### config.mk
export PLATFORM = sky130hd
export DESIGN_NAME = pbsram_core
export DESIGN_NICKNAME = d
export VERILOG_FILES = /design/src/rtl/pbsram_pkg.sv /design/src/rtl/pbsram_decode.sv /design/src/rtl/pbsram_burst.sv /design/src/rtl/pbsram_lanes.sv /design/src/rtl/pbsram_core.sv
export SDC_FILE = /design/constraint.sdc
export NUM_CORES = 2
export LEC_CHECK = 0
export BUFFER_PORTS_ARGS = -buffer_cell sky130_fd_sc_hd__buf_2
export CELL_PAD_IN_SITES_DETAIL_PLACEMENT = 1
export CELL_PAD_IN_SITES_GLOBAL_PLACEMENT = 2
export CORE_ASPECT_RATIO = 0.7
export CORE_UTILIZATION = 48
export CTS_CLUSTER_DIAMETER = 30
export DETAILED_ROUTE_END_ITERATION = 7
export PLACE_DENSITY = 0.84
export SETUP_SLACK_MARGIN = 0.4
export SLEW_MARGIN = 30
export SYNTH_ARGS = -nofsm -noshare
export SYNTH_HDL_FRONTEND = slang
export SYNTH_HIERARCHICAL = 1
export SYNTH_SLANG_ARGS = --single-unit
### constraint.sdc
create_clock -name clk -period 4.9 [get_ports clk]
set_clock_uncertainty 0.15 [all_clocks]
set_input_delay 0.49 -clock clk [delete_from_list [all_inputs] [get_ports clk]]
set_output_delay 0.49 -clock clk [all_outputs]
set_load 0.1 [all_outputs]
### src/rtl/pbsram_pkg.sv
package pbsram_pkg;

    // One action is chosen for each clock edge
    typedef enum logic [2:0] {
        ACT_NONE,
        ACT_DESEL,
        ACT_BEGIN_RD,
        ACT_BEGIN_WR,
        ACT_STEP,
        ACT_HOLD
    } act_e;

    // Low two address bits for a given beat of a four-beat burst
    function automatic logic [1:0] beat_low(input logic [1:0] start,
                                            input logic [1:0] beat,
                                            input logic       ilv);
        return ilv ? (start ^ beat) : (start + beat);
    endfunction

endpackage

### src/rtl/pbsram_decode.sv
module pbsram_decode
    import pbsram_pkg::*;
#(
    parameter int LANES = 4
) (
    input  logic             pstb_n,
    input  logic             cstb_n,
    input  logic             adv_n,
    input  logic             en1_n,
    input  logic             en2,
    input  logic             en3_n,
    input  logic             gwr_n,
    input  logic             wen_n,
    input  logic [LANES-1:0] lane_n,
    input  logic             active_i,
    output act_e             act_o,
    output logic             rd_o,
    output logic             wr_o,
    output logic [LANES-1:0] lane_wr_o
);

    logic             sel;
    logic             any_wr;
    logic             cont;
    logic [LANES-1:0] lanes_req;

    always_comb begin
        sel       = ~en1_n & en2 & ~en3_n;
        any_wr    = ~gwr_n | (~wen_n & ~(&lane_n));
        lanes_req = ~gwr_n ? '1 : (~wen_n ? ~lane_n : '0);

        act_o = ACT_NONE;
        if (~pstb_n & ~en1_n) begin
            act_o = sel ? ACT_BEGIN_RD : ACT_DESEL;
        end else if (~cstb_n) begin
            act_o = sel ? (any_wr ? ACT_BEGIN_WR : ACT_BEGIN_RD) : ACT_DESEL;
        end else if (active_i) begin
            act_o = adv_n ? ACT_HOLD : ACT_STEP;
        end

        cont      = (act_o == ACT_STEP) || (act_o == ACT_HOLD);
        wr_o      = (act_o == ACT_BEGIN_WR) || (cont && any_wr);
        rd_o      = (act_o == ACT_BEGIN_RD) || (cont && ~any_wr);
        lane_wr_o = wr_o ? lanes_req : '0;
    end

endmodule

### src/rtl/pbsram_burst.sv
module pbsram_burst
    import pbsram_pkg::*;
#(
    parameter int AW = 6
) (
    input  logic          clk,
    input  logic          rst_n,
    input  act_e          act_i,
    input  logic          ilv_i,
    input  logic [AW-1:0] addr_i,
    output logic [AW-1:0] acc_addr_o,
    output logic          active_o
);

    localparam int BW = AW - 2;

    typedef struct packed {
        logic          active;
        logic [BW-1:0] base;
        logic [1:0]    start;
        logic [1:0]    beat;
    } burst_t;

    burst_t cur_q, cur_d;

    always_comb begin
        cur_d      = cur_q;
        acc_addr_o = {cur_q.base, beat_low(cur_q.start, cur_q.beat, ilv_i)};
        case (act_i)
            ACT_BEGIN_RD, ACT_BEGIN_WR: begin
                acc_addr_o   = addr_i;
                cur_d.active = 1'b1;
                cur_d.base   = addr_i[AW-1:2];
                cur_d.start  = addr_i[1:0];
                cur_d.beat   = 2'd0;
            end
            ACT_DESEL: cur_d.active = 1'b0;
            ACT_STEP: begin
                cur_d.beat = cur_q.beat + 2'd1;
                acc_addr_o = {cur_q.base, beat_low(cur_q.start, cur_q.beat + 2'd1, ilv_i)};
            end
            default: ;
        endcase
    end

    always_ff @(posedge clk or negedge rst_n) begin
        if (!rst_n) cur_q <= '0;
        else        cur_q <= cur_d;
    end

    assign active_o = cur_q.active;


    beat_step_chk: assert property (@(posedge clk) disable iff (!rst_n)
        act_i == ACT_STEP |=> cur_q.beat == $past(cur_q.beat) + 2'd1);


    hold_still_chk: assert property (@(posedge clk) disable iff (!rst_n)
        act_i == ACT_HOLD |=> $stable(cur_q.beat) && $stable(cur_q.base) && $stable(cur_q.start));

endmodule

### src/rtl/pbsram_lanes.sv
module pbsram_lanes #(
    parameter int LANES  = 4,
    parameter int LANE_W = 9,
    parameter int AW     = 6
) (
    input  logic                    clk,
    input  logic [LANES-1:0]        we_i,
    input  logic [AW-1:0]           addr_i,
    input  logic [LANES*LANE_W-1:0] wdata_i,
    output logic [LANES*LANE_W-1:0] rdata_o
);

    localparam int DEPTH = 1 << AW;

    for (genvar g = 0; g < LANES; g++) begin : g_lane
        logic [LANE_W-1:0] mem_q [DEPTH];

        always_ff @(posedge clk) begin
            if (we_i[g]) mem_q[addr_i] <= wdata_i[g*LANE_W +: LANE_W];
        end

        assign rdata_o[g*LANE_W +: LANE_W] = mem_q[addr_i];
    end

endmodule

### src/rtl/pbsram_core.sv
module pbsram_core
    import pbsram_pkg::*;
#(
    parameter int LANES  = 4,
    parameter int LANE_W = 9,
    parameter int AW     = 6
) (
    input  logic                    clk,
    input  logic                    rst_n,
    input  logic [AW-1:0]           addr_i,
    input  logic                    pstb_n,
    input  logic                    cstb_n,
    input  logic                    adv_n,
    input  logic                    en1_n,
    input  logic                    en2,
    input  logic                    en3_n,
    input  logic                    gwr_n,
    input  logic                    wen_n,
    input  logic [LANES-1:0]        lane_n,
    input  logic [LANES*LANE_W-1:0] wdata_i,
    input  logic                    oe_n,
    input  logic                    ilv,
    output logic [LANES*LANE_W-1:0] rdata_o,
    output logic                    drive_o
);

    localparam int WORD_W = LANES * LANE_W;

    typedef struct packed {
        logic              rd_pend;
        logic [WORD_W-1:0] rd_word;
        logic [WORD_W-1:0] out_word;
        logic              out_drive;
    } pipe_t;

    act_e              act;
    logic              rd_now;
    logic              wr_now;
    logic [LANES-1:0]  lane_wr;
    logic              active;
    logic [AW-1:0]     acc_addr;
    logic [WORD_W-1:0] arr_word;
    pipe_t             pipe_q, pipe_d;

    pbsram_decode #(.LANES(LANES)) u_decode (
        .pstb_n   (pstb_n),
        .cstb_n   (cstb_n),
        .adv_n    (adv_n),
        .en1_n    (en1_n),
        .en2      (en2),
        .en3_n    (en3_n),
        .gwr_n    (gwr_n),
        .wen_n    (wen_n),
        .lane_n   (lane_n),
        .active_i (active),
        .act_o    (act),
        .rd_o     (rd_now),
        .wr_o     (wr_now),
        .lane_wr_o(lane_wr)
    );

    pbsram_burst #(.AW(AW)) u_burst (
        .clk       (clk),
        .rst_n     (rst_n),
        .act_i     (act),
        .ilv_i     (ilv),
        .addr_i    (addr_i),
        .acc_addr_o(acc_addr),
        .active_o  (active)
    );

    pbsram_lanes #(.LANES(LANES), .LANE_W(LANE_W), .AW(AW)) u_lanes (
        .clk    (clk),
        .we_i   (lane_wr),
        .addr_i (acc_addr),
        .wdata_i(wdata_i),
        .rdata_o(arr_word)
    );

    always_comb begin
        pipe_d           = pipe_q;
        pipe_d.rd_pend   = rd_now;
        if (rd_now) pipe_d.rd_word = arr_word;
        if (pipe_q.rd_pend) pipe_d.out_word = pipe_q.rd_word;
        pipe_d.out_drive = pipe_q.rd_pend;
    end

    always_ff @(posedge clk or negedge rst_n) begin
        if (!rst_n) pipe_q <= '0;
        else        pipe_q <= pipe_d;
    end

    assign rdata_o = pipe_q.out_word;
    assign drive_o = pipe_q.out_drive & ~oe_n & ~wr_now;


    read_pipe_chk: assert property (@(posedge clk) disable iff (!rst_n)
        rd_now |=> ##1 pipe_q.out_drive);


    desel_float_chk: assert property (@(posedge clk) disable iff (!rst_n)
        act == ACT_DESEL |=> ##1 !pipe_q.out_drive);


    proc_read_chk: assert property (@(posedge clk) disable iff (!rst_n)
        (!pstb_n && !en1_n) |-> !wr_now);


    proc_ignore_chk: assert property (@(posedge clk) disable iff (!rst_n)
        (!pstb_n && en1_n && cstb_n) |-> (act == ACT_NONE || act == ACT_STEP || act == ACT_HOLD));


    gwr_all_chk: assert property (@(posedge clk) disable iff (!rst_n)
        (wr_now && !gwr_n) |-> lane_wr == '1);

endmodule

# Word-level counts from Yosys, hierarchy flattened
# Memory sizes are Yosys's and may differ from the RTL's. A register that Yosys moved wholly into a read port is not among the register bits.
# Cells that the tools add are included.
dict set report op_classes {
  add_sub_neg 3
  n_mul 0
  div 0
  magnitude_cmp 0
  eq_ne 5
  shifts 0
  mux 23
  bitwise 19
  reduce_logical 13
}
# cell count
set ops {}
lappend ops {{2-to-1 mux 3 bit} 4}
lappend ops {{2-to-1 mux 4 bit} 3}
lappend ops {{case mux 6 bit (2 select lines)} 1}
lappend ops {{2-to-1 mux 1 bit} 10}
lappend ops {{inverter 1 bit} 9}
lappend ops {{AND 1 bit} 6}
lappend ops {{== test 3 x 2 -> 1 bit (second input constant)} 2}
lappend ops {{== test 3 bit (second input constant)} 2}
lappend ops {{2-to-1 mux 2 bit} 3}
lappend ops {{adder 2 bit} 2}
lappend ops {{zero test 1 bit} 4}
lappend ops {{inverter 4 bit} 1}
lappend ops {{case mux 2 bit (2 select lines)} 1}
lappend ops {{AND reduction 4 bit} 1}
lappend ops {{nonzero test 2 bit} 2}
lappend ops {{bitwise XOR 2 bit} 2}
lappend ops {{== test 3 x 1 -> 1 bit (second input constant)} 1}
lappend ops {{logical OR 1 bit} 3}
lappend ops {{adder 2 x 1 -> 2 bit (second input constant)} 1}
lappend ops {{logical AND 1 bit} 2}
lappend ops {{case mux 1 bit (2 select lines)} 1}
lappend ops {{OR reduction 2 bit} 1}
lappend ops {{bitwise OR 1 bit} 1}
dict set report word_totals {
  register_bits 47
  latchBits 0
  ramBits 2304
  rom_bits 0
  in_bits 58
  out_inout_bits 37
  elab_cells 74
  mem_count 4
}
# name depth word_bits read_ports rd_ports_with_merged_regs write_ports line
set mem_list {}
lappend mem_list {{u_lanes.g_lane[0].mem_q} 64 9 1 1 1 pbsram_lanes.sv:16} ;# logic [LANE_W-1:0] mem_q [DEPTH];
lappend mem_list {{u_lanes.g_lane[1].mem_q} 64 9 1 1 1 pbsram_lanes.sv:16}
lappend mem_list {{u_lanes.g_lane[2].mem_q} 64 9 1 1 1 pbsram_lanes.sv:16}
lappend mem_list {{u_lanes.g_lane[3].mem_q} 64 9 1 1 1 pbsram_lanes.sv:16}

# Longest topological paths before layout
dict set report logic_depth {
  depth_word 15
  ltp_mapped 19
  depth_no_buf 14
}

# Modules after synthesis
# Netlist, hierarchy kept.
# module instances cells_each area_per_inst_um2 seq_area_each_um2
set modules_own_cells {}
lappend modules_own_cells {pbsram_lanes 1 5023 87589.0 69186.4}
lappend modules_own_cells {pbsram_core 1 191 3308.2 1851.8}
lappend modules_own_cells {pbsram_burst 1 57 481.7 225.2}
lappend modules_own_cells {pbsram_decode 1 22 146.4 0.0}

# Least setup slack after synthesis
# Ideal clock, no wire load.
dict set report synth_path {
  path_kind {input port to flip-flop}
  startpoint {input port en3_n}
  endpoint {memory u_lanes.g_lane[0].mem_q[16][0], enable pin}
  setup_time_ns 0.374
  arrival_ns 3.512
  t_required_ns 4.376
  slack_ns 0.863
  path_stages 14
  path_buffers 5
  cell_sequence {nor4b_2 a221oi_1 or3b_4 and2_4 o21ai_1 nand2_1 buf_6 nor2_2 buf_2 buf_2 buf_2 nand2_1 clkbuf_1 nor2_1}
}
dict set report synth_via {
  word_cells_on_any_way 18
  classes_between {eq/ne: 4; mux: 8; bitwise: 2; reduce/logical: 4}
}
# item line
set synth_rtl {}
lappend synth_rtl {{start: declaration} pbsram_core.sv:16} ;# input logic en3_n,
lappend synth_rtl {{inverter 1 bit (*)} pbsram_decode.sv:28} ;# sel = ~en1_n & en2 & ~en3_n;
lappend synth_rtl {{AND 1 bit (*)} pbsram_decode.sv:28}
lappend synth_rtl {{2-to-1 mux 3 bit} pbsram_decode.sv:36} ;# act_o = sel ? (any_wr ? ACT_BEGIN_WR : ACT_BEGIN_RD) : ACT_DESEL;
lappend synth_rtl {{2-to-1 mux 3 bit} pbsram_decode.sv:35} ;# end else if (~cstb_n) begin
lappend synth_rtl {{2-to-1 mux 3 bit (*)} pbsram_decode.sv:33} ;# if (~pstb_n & ~en1_n) begin
lappend synth_rtl {{via act[0]} pbsram_core.sv:36} ;# act_e act;
lappend synth_rtl {{== test 3 x 2 -> 1 bit} pbsram_burst.sv:29} ;# case (act_i)
lappend synth_rtl {{OR reduction 2 bit} pbsram_burst.sv:29}
lappend synth_rtl {{case mux 6 bit (2 select lines) (*)} pbsram_burst.sv:29}
lappend synth_rtl {{via acc_addr[0]} pbsram_core.sv:41} ;# logic [AW-1:0] acc_addr;
lappend synth_rtl {{end: declaration} pbsram_lanes.sv:16}
# Mark *: on every way through the listed nets, which the timed path passes. The rest lies on a longest branch.

# Worst setup path after layout
dict set report layout_path {
  startpoint {input port en1_n}
  endpoint {register, netlist name pipe_q[63]}
}
dict set report layout_via {
  elab_chain_len 10
  word_cells_on_any_way 17
  classes_between {eq/ne: 4; mux: 5; bitwise: 4; reduce/logical: 4}
}
# item line
set layout_rtl {}
lappend layout_rtl {{start: declaration} pbsram_core.sv:14} ;# input logic en1_n,
lappend layout_rtl {{inverter 1 bit (*)} {pbsram_decode.sv:28, pbsram_decode.sv:33}}
lappend layout_rtl {{AND 1 bit (2 in a row)} pbsram_decode.sv:28}
lappend layout_rtl {{2-to-1 mux 3 bit} pbsram_decode.sv:36}
lappend layout_rtl {{2-to-1 mux 3 bit} pbsram_decode.sv:35}
lappend layout_rtl {{2-to-1 mux 3 bit (*)} pbsram_decode.sv:33}
lappend layout_rtl {{via act[1]} pbsram_core.sv:36}
lappend layout_rtl {{parallel branches: the longest is 4 deep, another holds case mux 6 bit (2 select lines)} n/a}
# Mark *: on every way through the listed nets, which the timed path passes.
# A chain may end at the register's enable or synchronous reset.

==> flow_metrics.tcl <==
set metrics [dict create \
    p_per_area_mw_per_mm2 568 \
    globalRoute.totalOverflow 0 \
    synth_edf_count 2304 \
    final_util 0.609 \
    drtIter0Drc 10600 \
    yosys.cell_count.top_type "edfxtp_1" \
    portBuffers 94 \
    synthToLayoutAreaGrowth_pct 25.4 \
    syn_area_mm2 0.0915 \
    first_pass_iters 6 \
    p_int_mw 44.3 \
    fin_nets 6280 \
    rsz0062_at_grt "yes" \
    hold_viol 0 \
    sw_frac_of_total 0.321 \
    grt_pass1_vias 63800 \
    leakage_nw 39.0 \
    fin_ws_ns 0.130 \
    htreeDepth 5 \
    synth-main-ff-cell "edfxtp_1" \
    drcViolationCount 0 \
    cp_max_fo 29 \
    clk_pin_slew_ns 0.06 \
    track_usage 0.356 \
    worst_ep_required_time_ns 5.49 \
    syn-instance-count 5293 \
    postRouteAntennaNets 0 \
    netlist_top_cells_count "edfxtp_1, a221oi_1, nor2_1" \
    max_freq_mhz 210 \
    register_area_mm2 0.0713 \
    avgSynthCellArea_um2 17.3 \
    tritoncts "done" \
    max_slew_margin 0.269 \
    wl_per_cell_um 38.7 \
    placed_area_mm2 0.101 \
    gp_congestion 0.910 \
    post-route-period-util 0.973 \
    critical_path_arrival_ns 5.36 \
    num_vias 62500 \
    layout_min_cycle_time_ns 4.77 \
    yosysSeqAreaShare 0.779 \
    synth-seq-cells 2387 \
    worst_pin_slew_ns 1.10 \
    fp-row-count 133 \
    power_mw 65.2 \
    antenna_found_initial 36 \
    wirelength_um 350000 \
    finalSetupViolCount 0 \
    cts.path.max_buffers 4 \
    start_util 0.485 \
    clock_latency_ns 0.88 \
    path_class "primary input to flop" \
    startpoint_type "primary input" \
    drive_above_1_share 0.298 \
    coreArea_mm2 0.189 \
    status "completed" \
    die_w_um 524 \
    pin_count 95 \
    hp-class "primary input to flop" \
    grt_pass1_wl_um 485000 \
    syn_nets 5353 \
    avgViaCountPerCell 6.92 \
    finalMaxSlewViolations 0 \
    synth_top_area_cell "edfxtp_1" \
    hold_slack_ns 0.0211 \
    hpwl_um 204000 \
    async_reset_ff_frac 0.0348 \
    die_h_um 367 \
    grt_max_degree 69 \
    comb_power_share 0.225 \
    maxCapViolCount 0 \
    root_buffer "clkbuf_16" \
    synth_top_area_share 0.756 \
    power_frac_seq 0.360 \
    timing.rr.start "u_burst/active_o" \
    ys_types 68 \
    power_frac_clock 0.415 \
    p_sw_mw 20.9 \
    dp_slack_ns -0.670 \
    nFillCells 16400 \
    ir_drop_uv 435 \
    numClockSinks 2387 \
    yosys_warnings 6 \
    synth.area.top_cells "edfxtp_1, a221oi_1, dfrtp_1" \
    finalInstanceArea_mm2 0.115 \
    end_kind "flop" \
    crit_start "en1_n" \
    hold_path_startpoint "pstb_n" \
    die_area_mm2 0.192 \
    numCtsBuffers 368 \
    multi_input_area_mm2 0.0190 \
]
## placed cells by master (no fill, tap or decap), drive strengths merged, types with 6 or more instances in the layout
cell	count
or2	6
nor3	38
nand2b	6
mux2i	130
inv	65
edfxtp	2304
o22ai	108
mux4	68
nand4	19
bufinv	45
o221ai	7
dfrtp	83
clkinvlp	26
buf	981
nor2b	11
o32ai	7
diode	6
clkinv	125
clkbuf	427
nand3	19
nor4	31
o21ai	145
a31oi	17
a22o	41
a21oi	85
nand2	126
nor2	543
a221o	18
o21a	18
dlygate4sd3	8
or3	17
a22oi	178
a221oi	633
mux2	138
## logic make-up (layout without fill, tap and decap cells)
group,count (synthesis),in the layout,share of synthesized area
buffers and inverters,442,1677,0.0240
other,0,6,0
adders and majority gates,2,2,0.000273
AOI/OAI and AO/OA,1287,1287,0.108
and+or+nand+nor,835,836,0.0385
muxes,336,336,0.0504
xor gates and xnor gates,4,4,0.000383
DFF,2387,2387,0.779
## layout make-up
cell class,instances,share of cell area
flip-flops and latches,2387,0.621
multi-input cells,2465,0.165
clock buffers,423,0.0841
repair buffers,993,0.0763
well taps,2497,0.0272
clock inverters,256,0.0255
inverters,5,0.000251
diodes,6,0.000131
## power by group through the flow
stage / Combinational [mW] / Sequential [mW] / Clock, mW
after floorplan: 7.09 / 23.3 / 0
after global placement: 12.6 / 23.7 / 0
after detailed placement: 13.1 / 23.8 / 0
after CTS: 13.6 / 23.4 / 27.1
after global routing: 14.8 / 23.4 / 27.8
final: 14.7 / 23.5 / 27.0
## layer usage
metal,GRT usage,up-vias,wire [um]
met5,0,-,361
met4,0.153,50,17500
met3,0.120,1153,53500
met2,0.527,5585,154000
met1,0.479,31900,125000
li1,-,23800,-
## per-stage QoR
stage          TNS (ns)  std cells
4_1_cts               0       8997
5_1_grt               0       9028
3_3_place_gp      -5.82       8303
6_report              0       9032
3_5_place_dp      -8.25       8304
2_1_floorplan         0       5293
## flip-flops by register name, indices dropped and copies added, names as in the netlist
name / count
pipe_q: 37
u_burst/active_o: 1
u_burst/cur_q: 8
rdata_o: 36
pipe_d: 1
u_lanes/g_lane.mem_q: 2304
## worst max-delay path, stage by stage
cell,delay [ns]
buf_2,0.14
nor3b_1,0.45
a21boi_0,0.42
nor2b_1,0.38
nand2_2,0.31
nand2_4,0.35
buf_12,0.20
nor2b_4,0.08
buf_12,0.19
buf_4,0.25
a22oi_1,0.29
o32ai_1,0.17
nor4_1,0.53
buf_4,0.24
o2111ai_1,0.17
a211o_1,0.36
mux2_4,0.29
## final timing paths
kind / to / slack, ns / depth (start not counted)
worst max-delay path: pipe_q[63] / 0.13 / 17
worst min-delay path: u_burst/active_o / 0.02 / 4
worst max register to register: pipe_q[63] / 0.14 / 18
worst min register to register: u_burst/cur_q[5] / 0.34 / 2
max in group asynchronous: pipe_d[0] / 3.22 / 3
min in group asynchronous: rdata_o[34] / 0.13 / 2
## repair_timing
item	CTS	global route
pin swaps	5	21
hold buffers	7	1
setup endpoints to repair	15	33
resized for setup	17	148
buffers inserted	6	23
hold endpoints to repair	49	1
cloned	1	4
(Power assumes the default switching activity.)
